### config.mk
export PLATFORM = sky130hd
export DESIGN_NAME = io_walker
export DESIGN_NICKNAME = d
export VERILOG_FILES = /design/src/rtl/iopw_pkg.sv /design/src/rtl/iopw_addr.sv /design/src/rtl/iopw_eval.sv /design/src/rtl/iopw_fsm.sv /design/src/rtl/io_walker.sv
export SDC_FILE = /design/constraint.sdc
export NUM_CORES = 1
export LEC_CHECK = 0
export ABC_AREA = 1
export BUFFER_PORTS_ARGS = -buffer_cell sky130_fd_sc_hd__buf_4
export CAP_MARGIN = 10
export CORE_MARGIN = 5
export CORE_UTILIZATION = 50
export CTS_CLUSTER_DIAMETER = 100
export CTS_CLUSTER_SIZE = 30
export DETAILED_ROUTE_END_ITERATION = 6
export PLACE_DENSITY = 0.76
export SLEW_MARGIN = 40
export SYNTH_ARGS = -nofsm -noshare
export SYNTH_HDL_FRONTEND = slang
export SYNTH_HIERARCHICAL = 1
export SYNTH_SLANG_ARGS = --single-unit
### constraint.sdc
create_clock -name clk -period 9.45 [get_ports clk]
set_input_delay 1.4175 -clock clk [delete_from_list [all_inputs] [get_ports clk]]
set_output_delay 1.4175 -clock clk [all_outputs]
set_load 0.005 [all_outputs]
### src/rtl/iopw_pkg.sv
package iopw_pkg;

    localparam int ENTRY_W  = 64;
    localparam int PA_W     = 52;
    localparam int IDX_W    = 9;
    localparam int PAGE_SH  = 12;
    localparam int LVL_W    = 3;
    localparam int BASE_W   = PA_W - PAGE_SH;
    localparam int TOP_LVLS = 6;

    // entry field positions
    localparam int PRES_BIT = 0;
    localparam int NL_LO    = 9;
    localparam int RD_BIT   = 61;
    localparam int WR_BIT   = 62;

    typedef enum logic [2:0] {
        FLT_NONE    = 3'd0,
        FLT_NOTPRES = 3'd1,
        FLT_PERM    = 3'd2,
        FLT_LEVEL   = 3'd3,
        FLT_SKIP    = 3'd4,
        FLT_RDERR   = 3'd5
    } fault_e;

    typedef enum logic [1:0] {
        ST_IDLE  = 2'd0,
        ST_ISSUE = 2'd1,
        ST_WAIT  = 2'd2
    } state_e;

    typedef struct packed {
        logic [ENTRY_W-1:0] iova;
        logic [1:0]         perm;
    } walk_ctx_t;

    // low bit of the IOVA field that indexes table level l (1..6)
    function automatic int lvl_shift(input logic [LVL_W-1:0] l);
        return PAGE_SH + IDX_W * (int'(l) - 1);
    endfunction

    function automatic logic [IDX_W-1:0] lvl_index(input logic [ENTRY_W-1:0] va,
                                                   input logic [LVL_W-1:0] l);
        logic [ENTRY_W-1:0] sh;
        sh = va >> lvl_shift(l);
        return sh[IDX_W-1:0];
    endfunction

    // IOVA bits of all levels strictly between nxt and cur
    function automatic logic [ENTRY_W-1:0] skip_mask(input logic [LVL_W-1:0] cur,
                                                     input logic [LVL_W-1:0] nxt);
        logic [ENTRY_W-1:0] m;
        m = '0;
        for (int k = 1; k <= TOP_LVLS; k++) begin
            if (k > int'(nxt) && k < int'(cur))
                m = m | (ENTRY_W'({IDX_W{1'b1}}) << lvl_shift(LVL_W'(k)));
        end
        return m;
    endfunction

endpackage

### src/rtl/iopw_addr.sv
module iopw_addr
    import iopw_pkg::*;
(
    input  logic [BASE_W-1:0]  base,
    input  logic [LVL_W-1:0]   lvl,
    input  logic [ENTRY_W-1:0] iova,
    output logic [PA_W-1:0]    addr
);
    // 4 KiB aligned table, 8-byte entries: index lands in bits 11:3
    always_comb begin
        addr = {base, lvl_index(iova, lvl), 3'b000};
    end
endmodule

### src/rtl/iopw_eval.sv
module iopw_eval
    import iopw_pkg::*;
(
    input  logic               rd_err,
    input  logic               present,
    input  logic [1:0]         grant,
    input  logic [1:0]         want,
    input  logic [LVL_W-1:0]   nl,
    input  logic [LVL_W-1:0]   cur_lvl,
    input  logic [ENTRY_W-1:0] iova,
    output fault_e             verdict,
    output logic               is_leaf
);
    logic [ENTRY_W-1:0] hole;

    always_comb begin
        hole    = iova & skip_mask(cur_lvl, nl);
        verdict = FLT_NONE;
        is_leaf = 1'b0;
        if (rd_err)
            verdict = FLT_RDERR;
        else if (!present)
            verdict = FLT_NOTPRES;
        else if ((want & ~grant) != 2'b00)
            verdict = FLT_PERM;
        else if (nl == 3'd0 || nl == 3'd7)
            is_leaf = 1'b1;
        else if (nl >= cur_lvl)
            verdict = FLT_LEVEL;
        else if (hole != '0)
            verdict = FLT_SKIP;
    end
endmodule

### src/rtl/iopw_fsm.sv
module iopw_fsm
    import iopw_pkg::*;
#(
    parameter int MAX_LEVEL = 6
) (
    input  logic               clk,
    input  logic               rst,
    input  logic               req_valid,
    input  logic [ENTRY_W-1:0] req_iova,
    input  logic [1:0]         req_perm,
    input  logic [BASE_W-1:0]  root_base,
    input  logic [LVL_W-1:0]   root_lvl,
    input  logic               rsp_valid,
    input  logic [ENTRY_W-1:0] rsp_data,
    input  fault_e             verdict,
    input  logic               is_leaf,
    output logic               busy,
    output logic               issue,
    output logic [BASE_W-1:0]  cur_base,
    output logic [LVL_W-1:0]   cur_lvl,
    output walk_ctx_t          ctx,
    output logic               done,
    output fault_e             fault,
    output logic [ENTRY_W-1:0] leaf
);
    localparam logic [LVL_W-1:0] MAX_L = LVL_W'(MAX_LEVEL);

    state_e state;
    logic   root_bad;

    assign root_bad = (root_lvl == 3'd0) || (root_lvl > MAX_L);
    assign busy     = (state != ST_IDLE);
    assign issue    = (state == ST_ISSUE);

    always_ff @(posedge clk) begin
        if (rst) begin
            state    <= ST_IDLE;
            done     <= 1'b0;
            fault    <= FLT_NONE;
            leaf     <= '0;
            cur_base <= '0;
            cur_lvl  <= '0;
            ctx      <= '0;
        end else begin
            done <= 1'b0;
            case (state)
                ST_IDLE: begin
                    if (req_valid) begin
                        ctx.iova <= req_iova;
                        ctx.perm <= req_perm;
                        cur_base <= root_base;
                        cur_lvl  <= root_lvl;
                        if (root_bad) begin
                            done  <= 1'b1;
                            fault <= FLT_LEVEL;
                            leaf  <= '0;
                        end else begin
                            state <= ST_ISSUE;
                        end
                    end
                end
                ST_ISSUE: state <= ST_WAIT;
                ST_WAIT: begin
                    if (rsp_valid) begin
                        if (verdict != FLT_NONE) begin
                            done  <= 1'b1;
                            fault <= verdict;
                            leaf  <= '0;
                            state <= ST_IDLE;
                        end else if (is_leaf) begin
                            done  <= 1'b1;
                            fault <= FLT_NONE;
                            leaf  <= rsp_data;
                            state <= ST_IDLE;
                        end else begin
                            cur_base <= rsp_data[PA_W-1:PAGE_SH];
                            cur_lvl  <= rsp_data[NL_LO +: LVL_W];
                            state    <= ST_ISSUE;
                        end
                    end
                end
                default: state <= ST_IDLE;
            endcase
        end
    end

    p_done_pulse_r12: assert property (@(posedge clk) disable iff (rst)
        done |=> !done);

    p_fault_no_leaf_r12: assert property (@(posedge clk) disable iff (rst)
        (done && fault != FLT_NONE) |-> (leaf == '0));

    p_leaf_shape_r8: assert property (@(posedge clk) disable iff (rst)
        (done && fault == FLT_NONE) |-> (leaf[PRES_BIT] &&
            (leaf[NL_LO +: LVL_W] == 3'd0 || leaf[NL_LO +: LVL_W] == 3'd7)));

    p_descend_r9: assert property (@(posedge clk) disable iff (rst)
        (state == ST_ISSUE && $past(state) == ST_WAIT) |-> (cur_lvl < $past(cur_lvl)));

    p_single_read_r5: assert property (@(posedge clk) disable iff (rst)
        issue |=> !issue);

    p_accept_busy_r2: assert property (@(posedge clk) disable iff (rst)
        (!busy && req_valid && !root_bad) |=> busy);

    p_bad_root_r3: assert property (@(posedge clk) disable iff (rst)
        (!busy && req_valid && root_bad) |=> (done && fault == FLT_LEVEL && !busy));
endmodule

### src/rtl/io_walker.sv
module io_walker
    import iopw_pkg::*;
#(
    parameter int MAX_LEVEL = 6
) (
    input  logic                clk,
    input  logic                rst,
    input  logic                req_valid,
    input  logic [63:0]         req_iova,
    input  logic [1:0]          req_perm,
    input  logic [63:0]         req_root,
    output logic                busy,
    output logic                mem_req_valid,
    output logic [51:0]         mem_req_addr,
    input  logic                mem_rsp_valid,
    input  logic [63:0]         mem_rsp_data,
    input  logic                mem_rsp_err,
    output logic                done,
    output logic [2:0]          fault,
    output logic [63:0]         leaf
);
    logic [BASE_W-1:0] cur_base;
    logic [LVL_W-1:0]  cur_lvl;
    walk_ctx_t         ctx;
    fault_e            verdict;
    fault_e            fault_q;
    logic              is_leaf;
    logic              unused_root;

    assign unused_root = ^{req_root[63:PA_W], req_root[NL_LO-1:0]};

    iopw_fsm #(.MAX_LEVEL(MAX_LEVEL)) u_fsm (
        .clk       (clk),
        .rst       (rst),
        .req_valid (req_valid),
        .req_iova  (req_iova),
        .req_perm  (req_perm),
        .root_base (req_root[PA_W-1:PAGE_SH]),
        .root_lvl  (req_root[NL_LO +: LVL_W]),
        .rsp_valid (mem_rsp_valid),
        .rsp_data  (mem_rsp_data),
        .verdict   (verdict),
        .is_leaf   (is_leaf),
        .busy      (busy),
        .issue     (mem_req_valid),
        .cur_base  (cur_base),
        .cur_lvl   (cur_lvl),
        .ctx       (ctx),
        .done      (done),
        .fault     (fault_q),
        .leaf      (leaf)
    );

    iopw_addr u_addr (
        .base (cur_base),
        .lvl  (cur_lvl),
        .iova (ctx.iova),
        .addr (mem_req_addr)
    );

    iopw_eval u_eval (
        .rd_err  (mem_rsp_err),
        .present (mem_rsp_data[PRES_BIT]),
        .grant   ({mem_rsp_data[WR_BIT], mem_rsp_data[RD_BIT]}),
        .want    (ctx.perm),
        .nl      (mem_rsp_data[NL_LO +: LVL_W]),
        .cur_lvl (cur_lvl),
        .iova    (ctx.iova),
        .verdict (verdict),
        .is_leaf (is_leaf)
    );

    assign fault = fault_q;

    p_aligned_r4: assert property (@(posedge clk) disable iff (rst)
        mem_req_valid |-> (mem_req_addr[2:0] == 3'b000));

    p_no_req_idle_r2: assert property (@(posedge clk) disable iff (rst)
        !busy |-> !mem_req_valid);
endmodule

==> results.py, run 1 <==
metrics = {
    "outcome": {
        "status": "completed",
    },
    "sta": {
        "slew_viol_final": 0,
        "hold_violations": 0,
        "rsz0062_at_grt": "false",
        "hold-worst-slack_ns": 0.463,
        "tns_ns": 0,
        "fmax_mhz": 127,
        "slew_headroom_pct": 44.7,
        "clock_skew_ns": 0.0197,
        "period_share_pct": 83.5,
        "period_needed_ns": 7.89,
        "setup_viol": 0,
        "tightest_slew_ns": 0.829,
    },
    "clocking": {
        "clock-sinks": 179,
        "cts_tree": "built",
        "path_clk_slew_ns": 0.07,
        "htreeDepth": 4,
        "clk_path_buf_depth": 2,
        "root_buffer": "clkbuf_16",
        "ctsHoldBuffers": 0,
        "clk_latency_ns": 0.44,
        "post_cts_buffers": 0,
        "cts_buffers": 17,
        "post_cts_resized": 0,
    },
    "die": {
        "io_pins": 321,
        "die_area_um2": 27100,
        "die_x_um": 165,
        "fp.coreArea_um2": 23500,
        "fp-row-count": 56,
        "die_height_um": 165,
        "initial_utilization_pct": 50.8,
    },
    "setup_path": {
        "cp.required_ns": 8.03,
        "slowest_stage": "inv_2",
        "critPathCaptureType": "primary output",
        "cp_common_cell": "nand2_1",
        "max_stage_delay_ns": 0.64,
        "crit_arrival_ns": 6.48,
        "crit_path_start_kind": "register",
        "cp_max_fo": 68,
        "startpoint": "u_fsm/cur_lvl[0]$_SDFFE_PP0P_",
        "crit_type": "register to primary output",
        "timing.rr.start": "u_fsm/cur_lvl[0]$_SDFFE_PP0P_",
    },
    "pwr": {
        "total_power_w": 0.00367,
        "powerDensity_nw_per_um2": 255,
        "peakVddDrop_uv": 232,
        "p_leak_nw": 6.98,
    },
    "yosys": {
        "synth-simple-area-share_pct": 46.9,
        "synth.avg_cell_area_um2": 6.03,
        "ys_types": 36,
        "syn_inst": 1981,
        "synth_area_um2": 12000,
        "seq_area_frac_synth_pct": 30.0,
        "synthAdderAreaFrac_pct": 1.70,
        "synthMuxAreaShare_pct": 0,
        "yosysWarnings": 6,
        "ys.flop_type": "dfxtp_1",
        "synth_seq_cells": 179,
        "synthXorXnorAreaFrac_pct": 0.136,
        "synth_top_family_by_area": "simple AND/OR/NAND/NOR gates",
        "synth_compound_area_share_pct": 9.64,
        "synth_edf_count": 0,
        "async_flop_share_pct": 0,
    },
    "worst_hold_path": {
        "hp-start": "u_fsm/cur_base[18]$_SDFFE_PP0P_",
        "hp-class": "register to register",
    },
    "detailed_routing": {
        "drt_wl_total_um": 43100,
        "avgRoutedWirePerCell_um": 17.5,
        "drc": 0,
        "ant_nets": 0,
        "first_pass_iters": 6,
        "first_iter_violations": 1305,
        "vias": 13800,
        "via_per_inst": 5.62,
    },
    "grt": {
        "grt_pass1_wl_um": 67200,
        "grt_max_degree": 95,
        "antenna_found_initial": 4,
        "track_usage_pct": 31.0,
        "overflow": 0,
        "grt_pass1_vias": 12500,
    },
    "finish": {
        "seq_area_um2": 3580,
        "final_nets": 2338,
        "final_cell_mix": "nand2_1, nor2_1, nand3_1",
        "fin_util_pct": 61.2,
        "final_common_cell": "nand2_1",
        "drive_gt1_share_pct": 18.0,
        "multi_input_area_um2": 7070,
        "fillers": 2347,
        "syn2layout_area_growth_pct": 20.5,
    },
    "placement": {
        "dp_hpwl_um": 30400,
        "port_buffers": 296,
        "place.gp.congestion": 0.934,
    },
    "run": {
        "drv_cap": 0,
    },
}
cell families (layout without fill, tap and decap cells):
| kind of cell | count (synthesis) | in the layout |
|---|---|---|
| DFF | 179 | 179 |
| and+or+nand+nor | 1264 | 1264 |
| other | 1 | 6 |
| AOI/OAI and AO/OA | 227 | 227 |
| buffers and inverters | 294 | 448 |
| adders and majority gates | 15 | 15 |
| xor gates and xnor gates | 1 | 1 |
critical path: cells and delay by family, from the launching register on:
kind	cells	cell delay, ns
buffers and inverters	9	2.49
and+or+nand+nor	15	1.62
adders and majority gates	5	1.59
DFF	1	0.33
cells in the mapped netlist (all sizes together), types with 2 or more instances:
master,count,area share (%)
nor2,365,12
dfxtp,179,30
clkinv,4,0.13
clkbuf,76,2.4
o21ai,108,4.6
and3,2,0.10
nand4,66,3.5
or2,4,0.21
nor3,6,0.33
o211ai,2,0.13
nand2,443,14
fa,2,0.33
ha,13,1.4
buf,114,5.9
nand3,327,14
nand3b,50,3.1
a21oi,115,4.8
inv,100,3.1
routing by layer:
metal,GRT usage (%),routed length (um),vias to the layer above
li1,-,-,6738
met1,39.9,17100,6361
met2,50.6,20500,645
met3,8.26,4160,84
met4,9.94,1350,2
met5,0,13,-
registers in the layout (all words and copies together) (netlist names):
register / count
u_fsm/ctx: 66
u_fsm/cur_lvl: 3
u_fsm/fault: 3
u_fsm/cur_base: 40
u_fsm/leaf: 64
u_fsm/done: 1
u_fsm/state: 2
worst paths after layout:
path	slack [ns]	depth (start not counted)	end
worst max register to register	5.19	14	u_fsm/leaf[26]$_SDFFE_PP0P_
worst max-delay path	1.56	29	mem_req_addr[8]
worst min-delay path	0.46	2	u_fsm/cur_base[18]$_SDFFE_PP0P_
worst min register to register	0.46	2	u_fsm/cur_base[18]$_SDFFE_PP0P_
layout make-up:
type	count	share of cell area, %
Inverter	104	2.72
Antenna cell	3	0.0521
Timing Repair Buffer	312	16.4
Tap cell	319	2.77
Clock inverter	14	1.09
Clock buffer	18	2.98
Sequential cell	179	24.9
Multi-Input combinational cell	1510	49.1
where the power goes:
part / total [W] / internal [W] / switching (W)
clock: 0.000719 / 0.000357 / 0.000362
sequential: 0.000922 / 0.000848 / 0.0000745
combinational: 0.00203 / 0.000684 / 0.00135
through the flow:
| step | setup WS (ns) | std cells | instance area (um2) |
|---|---|---|---|
| after floorplan | 3.54 | 1983 | 12000 |
| after global placement | 2.21 | 2423 | 13700 |
| after detailed placement | 2.15 | 2424 | 13800 |
| after CTS | 1.68 | 2456 | 14400 |
| after global routing | 1.14 | 2459 | 14400 |
| final | 1.56 | 2459 | 14400 |
Note: power is estimated with default switching activity, not from simulation.
==> run 2, diff against run 1 <==
==> constraint.sdc (replaced) <==
create_clock -name clk -period 7.75 [get_ports clk]
set_input_delay 1.1625 -clock clk [delete_from_list [all_inputs] [get_ports clk]]
set_output_delay 1.1625 -clock clk [all_outputs]
set_load 0.005 [all_outputs]
==> run 2 against run 1 <==
  * Power rose by 23%
  * Worst hold slack gained 0.0015 ns
  * Clock skew rose by 0.00099 ns
  * Setup slack worse by 0.37 ns
  * Critical path type unchanged
  * Highest routed layer is now met4
==> results.py, run 2 (synthesis gave the netlist of run 1 again) <==
metrics = {
    "setup_path": {
        "r2r_cells": 13,
        "crit_type": "register to primary output",
        "reg2reg_to": "u_fsm/leaf[19]$_SDFFE_PP0P_",
        "critPathCaptureType": "primary output",
        "cp.required_ns": 6.59,
        "max_stage_delay_ns": 0.89,
        "crit_path_start_kind": "register",
        "r2r_slack_ns": 3.44,
        "slowest_stage": "ha_1",
        "crit_arrival_ns": 5.40,
        "cp_max_fo": 71,
        "path_cells": "buf_4, nor2_1, ha_1, clkinv_1, nor2_4, buf_4, inv_1, nand2_1, inv_2, nand3_1, nand2_1, nand3_1, nand2_1, nor2_1, buf_4",
        "timing.rr.start": "u_fsm/cur_lvl[0]$_SDFFE_PP0P_",
    },
    "finish": {
        "top_regs": "u_fsm/ctx: 66 flops, u_fsm/leaf: 64 flops, u_fsm/cur_base: 40 flops",
        "final_nets": 2345,
        "final_common_cell": "nand2_1",
        "fin_util_pct": 61.6,
        "drive_gt1_share_pct": 18.2,
        "final_cells": 2465,
        "seq_area_um2": 3580,
        "fillers": 2350,
        "syn2layout_area_growth_pct": 21.4,
        "final_cell_mix": "nand2_1, nor2_1, nand3_1",
        "regMostFlops": "u_fsm/ctx",
        "largest_reg_flops": 66,
        "multi_input_area_um2": 7060,
    },
    "grt": {
        "track_usage_pct": 30.7,
        "grt_pass1_vias": 12800,
        "antenna_found_initial": 2,
        "grt_pass1_wl_um": 66600,
        "overflow": 0,
        "grt_max_degree": 95,
    },
    "sta": {
        "setup_viol": 0,
        "period_share_pct": 84.6,
        "slew_headroom_pct": 46.6,
        "tightest_slew_ns": 0.798,
        "period_needed_ns": 6.56,
        "rsz0062_at_grt": "false",
        "clock_skew_ns": 0.0207,
        "fmax_mhz": 152,
        "hold-worst-slack_ns": 0.465,
        "slew_viol_final": 0,
        "tns_ns": 0,
        "hold_violations": 0,
    },
    "detailed_routing": {
        "avgRoutedWirePerCell_um": 17.3,
        "via_per_inst": 5.61,
        "ant_nets": 0,
        "drc": 0,
        "vias": 13800,
        "first_pass_iters": 6,
        "first_iter_violations": 1392,
        "drt_wl_total_um": 42600,
    },
    "clocking": {
        "htreeDepth": 4,
        "clock-sinks": 179,
        "cts_buffers": 17,
        "path_clk_slew_ns": 0.07,
        "ctsHoldBuffers": 0,
        "cts_tree": "built",
        "post_cts_resized": 0,
        "clk_latency_ns": 0.44,
        "root_buffer": "clkbuf_16",
        "post_cts_buffers": 0,
        "clk_path_buf_depth": 2,
    },
    "die": {
        "fp-row-count": 56,
        "initial_utilization_pct": 50.8,
        "fp.coreArea_um2": 23500,
        "io_pins": 321,
        "die_height_um": 165,
        "die_x_um": 165,
        "die_area_um2": 27100,
    },
    "worst_hold_path": {
        "hp-start": "u_fsm/cur_base[18]$_SDFFE_PP0P_",
        "hold_path_end": "u_fsm/cur_base[18]$_SDFFE_PP0P_",
        "hp-class": "register to register",
        "hold_path_depth": 2,
    },
    "pwr": {
        "p_leak_nw": 7.05,
        "powerDensity_nw_per_um2": 311,
        "peakVddDrop_uv": 189,
    },
    "run": {
        "drv_cap": 0,
    },
    "outcome": {
        "status": "completed",
    },
    "placement": {
        "place.gp.congestion": 0.941,
        "placed_cells": 2430,
        "dp_hpwl_um": 30700,
        "port_buffers": 296,
    },
}
## run 2: critical path: cells and delay by family, from the launching register on
| kind | cells | cell delay, ns |
|---|---|---|
| adders and majority gates | 1 | 0.89 |
| buffers and inverters | 6 | 2.33 |
| DFF | 1 | 0.34 |
| and+or+nand+nor | 8 | 1.39 |
## run 2: how the worst max path moves through the flow
| stage | from | end | depth (start not counted) |
|---|---|---|---|
| final | u_fsm/cur_lvl[0]$_SDFFE_PP0P_ | mem_req_addr[8] | 15 |
| after global routing | u_fsm/cur_lvl[0]$_SDFFE_PP0P_ | mem_req_addr[4] | 15 |
| after CTS | u_fsm/cur_lvl[0]$_SDFFE_PP0P_ | mem_req_addr[8] | 15 |
| after detailed placement | u_fsm/cur_lvl[0]$_SDFFE_PP0P_ | mem_req_addr[8] | 15 |
| after global placement | u_fsm/cur_lvl[0]$_SDFFE_PP0P_ | mem_req_addr[8] | 15 |
| after floorplan | u_fsm/cur_lvl[0]$_SDFFE_PP0P_ | mem_req_addr[3] | 29 |
## run 2: layout make-up
class,instances,area share (%)
tap,319,2.75
clock inverter,14,1.27
timing repair buffer,319,16.9
clock buffer,18,2.96
antenna,2,0.0345
inverter,104,2.70
multi-input combinational,1510,48.6
sequential,179,24.7
## run 2: metrics by stage
stage               power (W)  worst slack (ns)  instance area (um2)
floorplan             0.00282              2.10                12000
global placement      0.00355              1.77                13800
detailed placement    0.00358              1.75                13900
CTS                   0.00448              1.29                14500
global route          0.00483             0.895                14500
finish                0.00451              1.19                14500
## run 2: layer usage
metal	track usage (%)	part of all wire, %	vias to the layer above	wire length [um]
li1	-	-	6750	-
met2	50.7	47	633	20100
met4	11.9	3.8	0	1630
met3	8.81	9.4	91	4030
met5	0	0	-	0
met1	37.9	40	6357	16900
## run 2: report_power, final
group	total, W	switching (W)	leakage [nW]	internal [W]
logic	0.00248	0.00162	5.28	0.000862
registers	0.00113	0.0000917	1.47	0.00103
clock network	0.000900	0.000433	0.297	0.000467
